### config.mk
export PLATFORM = sky130hd
export DESIGN_NAME = sp_unit
export DESIGN_NICKNAME = d
export VERILOG_FILES = /design/src/rtl/sp_pkg.sv /design/src/rtl/sp_op_decode.sv /design/src/rtl/sp_addr_gen.sv /design/src/rtl/sp_store.sv /design/src/rtl/sp_unit.sv
export SDC_FILE = /design/constraint.sdc
export NUM_CORES = 1
export LEC_CHECK = 0
export CORE_MARGIN = 4
export CORE_UTILIZATION = 50
export CTS_CLUSTER_SIZE = 28
export DETAILED_ROUTE_END_ITERATION = 16
export DONT_BUFFER_PORTS = 1
export MAX_ROUTING_LAYER = met4
export SYNTH_ARGS = -nofsm -noshare
export SYNTH_HDL_FRONTEND = slang
export SYNTH_SLANG_ARGS = --single-unit
### constraint.sdc
create_clock -name clk -period 4.27 [get_ports clk]
set_input_delay 1.281 -clock clk [delete_from_list [all_inputs] [get_ports clk]]
set_output_delay 1.281 -clock clk [all_outputs]
set_load 0.01 [all_outputs]
### src/rtl/sp_pkg.sv
`timescale 1ns/1ps
package sp_pkg;

   typedef enum logic [2:0] {
      SP_IDLE = 3'd0,
      SP_PUSH = 3'd1,
      SP_POP  = 3'd2,
      SP_CALL = 3'd3,
      SP_RET  = 3'd4
   } sp_op_e;

   // operations that move the pointer upward and may overrun RAM top
   function automatic logic sp_op_is_up(input sp_op_e op);
      return (op == SP_POP) || (op == SP_RET);
   endfunction

   // operations that touch two bytes
   function automatic logic sp_op_is_pair(input sp_op_e op);
      return (op == SP_CALL) || (op == SP_RET);
   endfunction

endpackage

### src/rtl/sp_op_decode.sv
`timescale 1ns/1ps
module sp_op_decode
   import sp_pkg::*;
(
   input  logic   st_push,
   input  logic   st_pop,
   input  logic   st_call,
   input  logic   st_ret,
   output sp_op_e op
);

   // fixed priority: two-byte push, two-byte pop, byte push, byte pop
   always_comb begin
      if (st_call)      op = SP_CALL;
      else if (st_ret)  op = SP_RET;
      else if (st_push) op = SP_PUSH;
      else if (st_pop)  op = SP_POP;
      else              op = SP_IDLE;
   end

endmodule

### src/rtl/sp_addr_gen.sv
`timescale 1ns/1ps
module sp_addr_gen
   import sp_pkg::*;
#(
   parameter int unsigned        SP_W = 16,
   parameter logic [SP_W-1:0]    TOP  = '1
) (
   input  logic [SP_W-1:0] sp,
   input  sp_op_e          op,
   output logic            valid,
   output logic            write,
   output logic            two,
   output logic [SP_W-1:0] addr_a,
   output logic [SP_W-1:0] addr_b,
   output logic [SP_W-1:0] sp_next,
   output logic            overrun
);

   localparam int unsigned XW = SP_W + 1;
   localparam logic [XW-1:0] TOP_X = {1'b0, TOP};

   logic [XW-1:0]   up1, up2;
   logic [SP_W-1:0] dn1, dn2;

   assign up1 = {1'b0, sp} + XW'(1);
   assign up2 = {1'b0, sp} + XW'(2);
   assign dn1 = sp - SP_W'(1);
   assign dn2 = sp - SP_W'(2);

   always_comb begin
      valid   = 1'b0;
      write   = 1'b0;
      two     = sp_op_is_pair(op);
      addr_a  = sp;
      addr_b  = sp;
      sp_next = sp;
      overrun = 1'b0;
      unique case (op)
         SP_PUSH: begin
            valid   = 1'b1;
            write   = 1'b1;
            sp_next = dn1;
         end
         SP_POP: begin
            valid   = 1'b1;
            addr_a  = up1[SP_W-1:0];
            sp_next = up1[SP_W-1:0];
            overrun = up1 > TOP_X;
         end
         SP_CALL: begin
            valid   = 1'b1;
            write   = 1'b1;
            addr_b  = dn1;
            sp_next = dn2;
         end
         SP_RET: begin
            valid   = 1'b1;
            addr_a  = up1[SP_W-1:0];
            addr_b  = up2[SP_W-1:0];
            sp_next = up2[SP_W-1:0];
            overrun = up2 > TOP_X;
         end
         default: ;
      endcase
   end

endmodule

### src/rtl/sp_store.sv
`timescale 1ns/1ps
module sp_store #(
   parameter int unsigned     SP_W     = 16,
   parameter bit              HAS_HIGH = 1'b1,
   parameter logic [SP_W-1:0] INIT     = '1
) (
   input  logic            clk,
   input  logic            rst_n,
   input  logic            load_en,
   input  logic [SP_W-1:0] load_val,
   input  logic            wr_en,
   input  logic            wr_hi,
   input  logic [7:0]      wdata,
   input  logic            rd_hi,
   output logic [7:0]      rdata,
   output logic [SP_W-1:0] sp
);

   logic [7:0] lo_q;

   always_ff @(posedge clk or negedge rst_n) begin
      if (!rst_n)                 lo_q <= INIT[7:0];
      else if (load_en)           lo_q <= load_val[7:0];
      else if (wr_en && !wr_hi)   lo_q <= wdata;
   end

   generate
      if (HAS_HIGH) begin : g_wide
         localparam int unsigned HW = SP_W - 8;
         logic [HW-1:0] hi_q;

         always_ff @(posedge clk or negedge rst_n) begin
            if (!rst_n)               hi_q <= INIT[SP_W-1:8];
            else if (load_en)         hi_q <= load_val[SP_W-1:8];
            else if (wr_en && wr_hi)  hi_q <= wdata[HW-1:0];
         end

         assign sp    = {hi_q, lo_q};
         assign rdata = rd_hi ? 8'(hi_q) : lo_q;

         // writing the high half leaves the low half alone
         a_r6_hi_write_keeps_lo: assert property (@(posedge clk) disable iff (!rst_n)
            (wr_en && wr_hi && !load_en) |=> (lo_q == $past(lo_q)));
      end else begin : g_narrow
         assign sp    = lo_q;
         assign rdata = rd_hi ? 8'h00 : lo_q;
      end
   endgenerate

   // a stack update wins over a concurrent register write
   a_r7_load_wins: assert property (@(posedge clk) disable iff (!rst_n)
      load_en |=> (sp == $past(load_val)));

endmodule

### src/rtl/sp_unit.sv
`timescale 1ns/1ps
module sp_unit
   import sp_pkg::*;
#(
   parameter int unsigned        ADDR_W    = 16,
   parameter bit                 HAS_HIGH  = 1'b1,
   parameter logic [ADDR_W-1:0]  RESET_VAL = 16'h08FF,
   parameter logic [ADDR_W-1:0]  RAM_TOP   = 16'h08FF
) (
   input  logic              clk,
   input  logic              rst_n,
   input  logic              reg_we,
   input  logic              reg_hi,
   input  logic [7:0]        reg_wdata,
   output logic [7:0]        reg_rdata,
   input  logic              op_push,
   input  logic              op_pop,
   input  logic              op_call,
   input  logic              op_ret,
   output logic              acc_valid,
   output logic              acc_write,
   output logic              acc_two,
   output logic [ADDR_W-1:0] acc_addr_a,
   output logic [ADDR_W-1:0] acc_addr_b,
   output logic              underflow
);

   localparam int unsigned SP_W = HAS_HIGH ? ADDR_W : 8;
   localparam logic [SP_W-1:0] INIT_SP = SP_W'(RESET_VAL);
   localparam logic [SP_W-1:0] TOP_SP  = SP_W'(RAM_TOP);

   generate
      if (ADDR_W < 9 || ADDR_W > 16) begin : g_bad_width
         $error("sp_unit: ADDR_W must lie in 9..16");
      end
      if (!HAS_HIGH && (RESET_VAL > 255 || RAM_TOP > 255)) begin : g_bad_small
         $error("sp_unit: without high half, RESET_VAL and RAM_TOP must fit 8 bits");
      end
      if (RESET_VAL > RAM_TOP) begin : g_bad_init
         $error("sp_unit: RESET_VAL must not exceed RAM_TOP");
      end
   endgenerate

   sp_op_e          op;
   logic [SP_W-1:0] sp_q, sp_nxt, a_sp, b_sp;
   logic            ovr, op_live;

   sp_op_decode u_dec (
      .st_push (op_push),
      .st_pop  (op_pop),
      .st_call (op_call),
      .st_ret  (op_ret),
      .op      (op)
   );

   sp_addr_gen #(.SP_W(SP_W), .TOP(TOP_SP)) u_agen (
      .sp      (sp_q),
      .op      (op),
      .valid   (acc_valid),
      .write   (acc_write),
      .two     (acc_two),
      .addr_a  (a_sp),
      .addr_b  (b_sp),
      .sp_next (sp_nxt),
      .overrun (ovr)
   );

   assign op_live = (op != SP_IDLE);

   sp_store #(.SP_W(SP_W), .HAS_HIGH(HAS_HIGH), .INIT(INIT_SP)) u_store (
      .clk      (clk),
      .rst_n    (rst_n),
      .load_en  (op_live),
      .load_val (sp_nxt),
      .wr_en    (reg_we),
      .wr_hi    (reg_hi),
      .wdata    (reg_wdata),
      .rd_hi    (reg_hi),
      .rdata    (reg_rdata),
      .sp       (sp_q)
   );

   assign acc_addr_a = ADDR_W'(a_sp);
   assign acc_addr_b = ADDR_W'(b_sp);

   always_ff @(posedge clk or negedge rst_n) begin
      if (!rst_n)                   underflow <= 1'b0;
      else if (ovr)                 underflow <= 1'b1;
      else if (reg_we && !op_live)  underflow <= 1'b0;
   end


   a_r2_push_dec: assert property (@(posedge clk) disable iff (!rst_n)
      (op == SP_PUSH) |=> (sp_q == $past(sp_q) - SP_W'(1)));

   a_r3_pop_inc: assert property (@(posedge clk) disable iff (!rst_n)
      (op == SP_POP) |=> (sp_q == $past(sp_q) + SP_W'(1)));

   a_r4_call_dec2: assert property (@(posedge clk) disable iff (!rst_n)
      (op == SP_CALL) |=> (sp_q == $past(sp_q) - SP_W'(2)));

   a_r5_ret_inc2: assert property (@(posedge clk) disable iff (!rst_n)
      (op == SP_RET) |=> (sp_q == $past(sp_q) + SP_W'(2)));
   // a two-byte push strobe always selects the two-byte push
   a_r8_call_first: assert property (@(posedge clk) disable iff (!rst_n)
      op_call |-> (acc_two && acc_write));
   // flag is sticky until an applied write
   a_r9_flag_sticky: assert property (@(posedge clk) disable iff (!rst_n)
      (underflow && !(reg_we && !op_live)) |=> underflow);
   // idle holds the pointer
   a_r11_idle_hold: assert property (@(posedge clk) disable iff (!rst_n)
      (!op_live && !reg_we) |=> $stable(sp_q));

   generate
      if (!HAS_HIGH) begin : g_small_chk
         // missing high half reads as zero
         a_r10_hi_zero: assert property (@(posedge clk) disable iff (!rst_n)
            reg_hi |-> (reg_rdata == 8'h00));
      end
   endgenerate

endmodule

=== Word-level counts from Yosys, hierarchy flattened ===
Index checks and enable logic that the tools add are counted.

* Add/subtract/negate cells: 4
* $lt $le $gt $ge: 2
* Equality and inequality tests: 5
* Multiplexer cells: 17
* Reduce and logical (&&, ||, !) cells: 15

{| class="wikitable"
|+ Operators by type and width
! operator !! number
|-
| 16-bit one-hot mux with 4 select lines || 1
|-
| 8-bit two-way mux || 5
|-
| 17-bit by 12-bit greater-than comparator with 1-bit output, second input constant || 2
|-
| 16-bit one-hot mux with 2 select lines || 1
|-
| 16-bit by 1-bit adder with 17-bit output, second input constant || 1
|-
| 16-bit by 2-bit adder with 17-bit output, second input constant || 1
|-
| 16-bit two-way mux || 1
|-
| 16-bit by 1-bit subtractor with 16-bit output, second input constant || 1
|-
| 16-bit by 2-bit subtractor with 16-bit output, second input constant || 1
|-
| 3-bit two-way mux || 3
|-
| 3-bit by 2-bit == test with 1-bit output, second input constant || 2
|-
| 2-bit nonzero test || 3
|-
| 5-bit by 1-bit inequality test with 1-bit output, second input constant || 1
|-
| 1-bit two-way mux || 4
|-
| 2-bit AND reduction || 2
|-
| 2-bit OR reduction || 2
|-
| 4-bit OR reduction || 1
|-
| 3-bit by 1-bit == test with 1-bit output, second input constant || 1
|-
| 3-bit == test, second input constant || 1
|-
| 1-bit logical AND || 3
|-
| 3-bit nonzero test || 1
|-
| 1-bit zero test || 2
|-
| 2-bit two-way mux || 1
|-
| 1-bit one-hot mux with 2 select lines || 1
|-
| 1-bit logical OR || 1
|}

* Register bits after elaboration: 17
* Input port bits: 16
* Output and inout bits: 44
* Logic and storage cells: 46

=== Longest topological paths before layout ===
* Depth after elaboration: 9
* Gate-level depth with buffers: 9
* Mapped depth without buffers: 8

=== By module ===
Synthesis repeated with hierarchy kept, for this count alone.

* Cells, all modules: 483
* Area, all modules: 3284.4 um^2

{| class="wikitable"
|+ By module, submodules not included
! module !! instances !! cells an instance !! area each (um^2) !! seq. area each (um^2)
|-
| sp_addr_gen || 1 || 367 || 2217.1 || 0.0
|-
| sp_store || 1 || 107 || 989.7 || 411.6
|-
| sp_unit || 1 || 4 || 51.3 || 25.0
|-
| sp_op_decode || 1 || 5 || 26.3 || 0.0
|}

=== Worst setup path after synthesis ===
Ideal clock, no wire load.

* Kind: input port to output port
* Start point: in op_call
* End point: out acc_addr_b[11]
* Arrival: 2792 ps
* Required time: 2989 ps
* Slack: 197 ps
* Stages on the path: 6
* Path buffers: 4
* Cell sequence: clkbuf_1 clkbuf_1 clkbuf_1 clkbuf_1 a22oi_1 xnor2_1

* Word-level cells in the longest chain between the ends: 3
* Elaborated cells between the ends (all ways): 4
* Those cells by class: eq/ne (2); mux (2)

{| class="wikitable"
|+ Ends and longest elaborated chain
! element !! line !! text
|-
| start, declared || sp_unit.sv:18 || <nowiki>input logic op_call,</nowiki>
|-
| 3-bit two-way mux * || sp_op_decode.sv:14 || <nowiki>if (st_call) op = SP_CALL;</nowiki>
|-
| 3-bit == test or 3-bit by 2-bit == test with 1-bit output (tied branches) || sp_addr_gen.sv:38 || <nowiki>unique case (op)</nowiki>
|-
| 16-bit one-hot mux with 2 select lines * || sp_addr_gen.sv:38 ||
|-
| end, declared || sp_unit.sv:24 || <nowiki>output logic [ADDR_W-1:0] acc_addr_b,</nowiki>
|}

Mark *: on every way between the ends. The rest lies on a longest branch, timed or not.

=== Final worst setup path ===
* Start point: reg u_store.lo_q[1]
* End point: out acc_addr_b[11]

* Word-level cells in the longest chain between the ends: 2
* Elaborated cells between the ends (all ways): 3
* Those cells by class: add/sub (2); mux (1)

{| class="wikitable"
|+ Ends and longest elaborated chain
! element !! line !! text
|-
| start, declared || sp_store.sv:19 || <nowiki>logic [7:0] lo_q;</nowiki>
|-
| start signal, assigned || sp_store.sv:22 || <nowiki>if (!rst_n) lo_q <= INIT[7:0];</nowiki>
|-
| start signal, assigned || sp_store.sv:23 || <nowiki>else if (load_en) lo_q <= load_val[7:0];</nowiki>
|-
| start signal, assigned || sp_store.sv:24 || <nowiki>else if (wr_en && !wr_hi) lo_q <= wdata;</nowiki>
|-
| 16-bit by 2-bit adder with 17-bit output or 16-bit by 1-bit subtractor with 16-bit output (tied branches) || sp_addr_gen.sv:26, sp_addr_gen.sv:27 ||
|-
| 16-bit one-hot mux with 2 select lines * || sp_addr_gen.sv:38 ||
|}

Marked as above.

==> impl.org <==
** Placement
- Count of buffers from port buffering :: 0
- Once placement completed, the tool counted placed cells totaling about 520.
- The HPWL after detailed placement is between 9000 and 10000 um.
- Routability-driven placement finished with a final weighted congestion of just over 1.
- In this run the cell area measured after placement is about 0.0033 mm^2.

** Floorplanning
- Pin placement for this block handled 60 I/O pins.
- Placement row count :: 28
- In this run the vertical extent of the chip is approximately 88 um.
- Area enclosed by the die boundary :: ~0.0078 mm^2
- Horizontal extent of the die :: a little under 90 um
- The core region is 0.00606 mm^2.
- Effective utilization at floorplan :: a little over half

** Detailed routing
- The detailed router used layers up to and including met4.
- For this run, design rule violations remaining after detail routing come to 0.
- The routed design uses ~5300 um of met2 wire.
- Number of antenna-violating nets in the routed design :: 0
- The first detailed-routing pass ran for 6 iterations.
- The final route contains about 3600 vias.
- In the final routing, the length of wire on met1 measures around 5000 um.
- Total detailed-routing wirelength :: between 10000 and 15000 um
- Number of vias per cell :: ~7.0
- Met3 routed wirelength :: between 1000 and 1500 um
- Dividing the detail-routed wire length by the instance count gives around 23 um.
- The detailed router finished its first iteration with about 510 violations.

** Synth
- Synthesized instance count :: roughly 460
- In this run, synthesis inferred 0 flip-flops with an integrated enable.
- Of the post-synthesis cell area, the dominant cell type holds 9.82%.
- Averaged over all synthesized cells, the footprint is 6.95 um^2.
- Number of different library cells in the post-synthesis netlist :: 67
- Counting every net in the synthesized netlist gives between 400 and 500.
- sky130_fd_sc_hd__nand2_1 is the most common cell in the netlist.
- Largest area contributor in the netlist :: sky130_fd_sc_hd__xnor2_1
- Share of flip-flops with an asynchronous set or reset after synthesis :: 100%
- Combined area of all synthesized cells :: 0.00321 mm^2
- Proportion of synthesized chip area in sequential cells :: 13.6%
- In this run, synthesis produced a sequential element count of 17.
- Most frequent cells after synthesis :: sky130_fd_sc_hd__nand2_1, sky130_fd_sc_hd__nor2_1, sky130_fd_sc_hd__xnor2_1, sky130_fd_sc_hd__o21ai_0
- In the synthesized netlist the dominant register cell turns out to be sky130_fd_sc_hd__dfstp_2.
- Yosys warning total :: 0
- Ranked by total cell area, the synthesized netlist is headed by sky130_fd_sc_hd__xnor2_1, sky130_fd_sc_hd__dfstp_2, sky130_fd_sc_hd__dfrtp_1.

** Critical path
- Counting cells, the worst reg-to-reg path comes to 6.
- Ordered cell list for the critical path :: inv_1, ha_1, nor3b_2, nand3_1, nor3_1, a22oi_1, xnor2_1
- Data on the critical path arrives at its endpoint at between 2 and 3 ns.
- Library cell contributing the largest single delay on the critical path :: sky130_fd_sc_hd__dfstp_2
- The startpoint identified for the worst register-to-register timing path is u_store.lo_q[1].
- Worst r2r dst :: u_store.g_wide.hi_q[5]
- Critical Path Source Type :: flop
- Sort of element at the end of the critical path :: primary output
- Worst Path Max Fanout :: 11
- For this run, the slowest stage of the critical path takes ~0.43 ns.
- STA puts the critical path data required time at roughly 3.0 ns.
- Setup slack of the most critical reg-to-reg path :: about 1.4 ns
- The setup path with the least slack is of type reg2out.

** STA
- Headroom to the max-slew limit came out at ~47%.
- Shortest clock period the worst path allows after layout :: just over 4 ns
- Adding up every negative setup slack in the final design gives 0 ns.
- Static timing analysis puts the maximum clock frequency at approximately 0.25 GHz.
- Worst-margin pin slew :: approximately 0.8 ns
- Largest clock skew in the final design :: about 0.010 ns
- Setup repair after global routing left no endpoint under its margin.
- Setup violations remaining at the end of the flow were counted as 0.
- After layout, the worst path uses 95.4% of the clock period.
- The final number of max-transition violations came to 0.
- The final number of hold-violating endpoints is 0.
- The tightest hold path in the finished design has a slack of around 0.58 ns.

** Clock tree
- CTS Hold Bufs :: 0
- Root buffer cell :: sky130_fd_sc_hd__clkbuf_8
- For the worst-skew pair, the clock arrives at the later sink with an insertion delay of 0.26 ns.
- The clock passes through at most 2 buffers.
- The tree built by TritonCTS fans out to 17 sinks.
- Post-cts sizing count :: 0
- H-tree depth :: 1
- TritonCTS built the clock tree.
- Clock tree synthesis inserted a total of 3 buffers.
- After clock tree synthesis, the clock-pin slew on the worst setup and hold paths is roughly 0.080 ns.
- After clock tree synthesis, the setup repair step added 0 buffers.

** Final layout
- The multi-input combinational cells in the finished layout cover a total of between 0.002 and 0.003 mm^2.
- Summing all flip-flop and latch instances after layout gives 437 um^2.
- Fraction of final layout cells sized beyond drive strength 1 :: about 12%
- With fillers left out, the area of the finished cells amounts to between 0.003 and 0.004 mm^2.
- Number of filler instances in the final layout :: between 600 and 700
- Inserted Diodes :: 0
- The finished layout holds 519 standard cells, fillers aside.
- Compared with the post-synthesis result, the final layout area differs by 3.78%.
- After the last flow step, the layout net total stands at around 470.

** GRT
- Overflow after GRT :: 0
- Global routing used around a third of the available tracks across all layers.
- Pin count of the biggest net entering global routing :: 44
- Initial antenna violation count :: 0
- The first global-routing pass estimated 19200 um of wire.
- Via count of the first global-routing pass :: approximately 3300

** Worst hold path
- Counting instances, the worst hold path has a depth of 2.
- Terminating pin of the worst hold path :: u_store.lo_q[5]
- The worst hold path belongs to the class reg2reg.
- The worst hold path begins at u_store.lo_q[5].

** Power and ir drop
- Maximum vdd ir drop :: 0.000460 V
- In this run the power density over the cells is between 500 and 600 mW/mm^2.
- Post-route total power :: between 1.5 and 2 mW
- Reported leakage power :: 1.17 nW

** Status
- Outcome :: finished, final reports clean

** Run
- Max-Cap Viols :: 0
==> final cells by class <==
class                           count  share of cell area [%]
Timing Repair Buffer               24                    5.41
Clock buffer                        3                    1.24
Multi-Input combinational cell    387                    75.9
Inverter                           12                    1.35
Sequential cell                    17                    13.1
Clock inverter                      1                   0.225
Tap cell                           75                    2.82
==> through the flow <==
stage | setup slack, ns | util (%)
2_1_floorplan | 0.197 | -
3_3_place_gp | 0.605 | 54.2
3_5_place_dp | 0.542 | 54.2
4_1_cts | 0.237 | 55.0
5_1_grt | 0.0000735 | 55.0
6_report | 0.196 | 55.0
==> critical path: cells and delay by family (launching register included) <==
kind,cells,cell delay [ns]
buffers and inverters,1,0.28
adder cells (fa/ha/maj),1,0.32
AO/OA/AOI/OAI,1,0.21
AND/OR/NAND/NOR,3,0.99
flip-flops,1,0.43
XOR/XNOR,1,0.30
==> cell families (layout without fill, tap and decap cells) <==
| group | Yosys count | in the layout | synth area share [%] |
|---|---|---|---|
| simple gates | 178 | 178 | 28.6 |
| compound gates | 133 | 133 | 27.7 |
| fa+ha+maj | 8 | 8 | 3.12 |
| flops | 17 | 17 | 13.6 |
| mux | 14 | 14 | 4.56 |
| xor+xnor | 54 | 54 | 14.7 |
| buf+inv | 58 | 40 | 7.68 |
==> where the power goes <==
group	leakage (nW)	total (mW)	internal, mW	switching, mW
combinational	0.961	1.22	0.464	0.752
clock	0.0217	0.127	0.0658	0.0607
sequential	0.187	0.488	0.252	0.235
==> metal layers <==
| layer | track usage, % | up-vias |
|---|---|---|
| li1 | - | 1651 |
| met1 | 47.8 | 1695 |
| met2 | 49.1 | 276 |
| met3 | 5.08 | 26 |
| met4 | 5.22 | 0 |
| met5 | - | - |
==> worst max path at each step <==
stage                               start              to  slack, ns
after floorplan                   op_call  acc_addr_b[11]       0.20
after global placement            op_call   acc_addr_b[9]       0.61
after detailed placement  u_store.lo_q[1]  acc_addr_b[13]       0.54
after CTS                 u_store.lo_q[1]  acc_addr_b[13]       0.24
after global routing      u_store.lo_q[1]  acc_addr_b[13]    0.00007
final                     u_store.lo_q[1]  acc_addr_b[11]       0.20
==> state kept, by name, summed over array words and instances, names as in the netlist <==
name	flops
u_store.lo_q	8
u_store.g_wide.hi_q	8
underflow	1
==> layout by cell type (no fill, tap or decap), drive strengths merged, types with 3 or more instances in the layout <==
cell type | synthesis | final
a31oi | 7 | 7
xnor2 | 36 | 36
or3 | 3 | 3
nand3 | 20 | 20
a21oi | 23 | 23
and3 | 8 | 8
a211oi | 6 | 6
ha | 8 | 8
dfrtp | 8 | 8
buf | 23 | 24
a22oi | 8 | 8
a32oi | 4 | 4
o2bb2ai | 4 | 4
nand2 | 49 | 49
mux2 | 5 | 5
dfstp | 9 | 9
xor2 | 18 | 18
inv | 12 | 12
and2 | 3 | 3
nor2b | 4 | 4
a221oi | 7 | 7
or4 | 3 | 3
mux2i | 9 | 9
o21ai | 36 | 36
o211ai | 7 | 7
nor2 | 41 | 41
nor4 | 6 | 6
a21o | 3 | 3
nor3 | 22 | 22
a221o | 3 | 3
o22ai | 4 | 4
clkbuf | 23 | 3
nand2b | 3 | 3
o21a | 3 | 3
nand4 | 9 | 9
(Power assumes the default switching activity.)
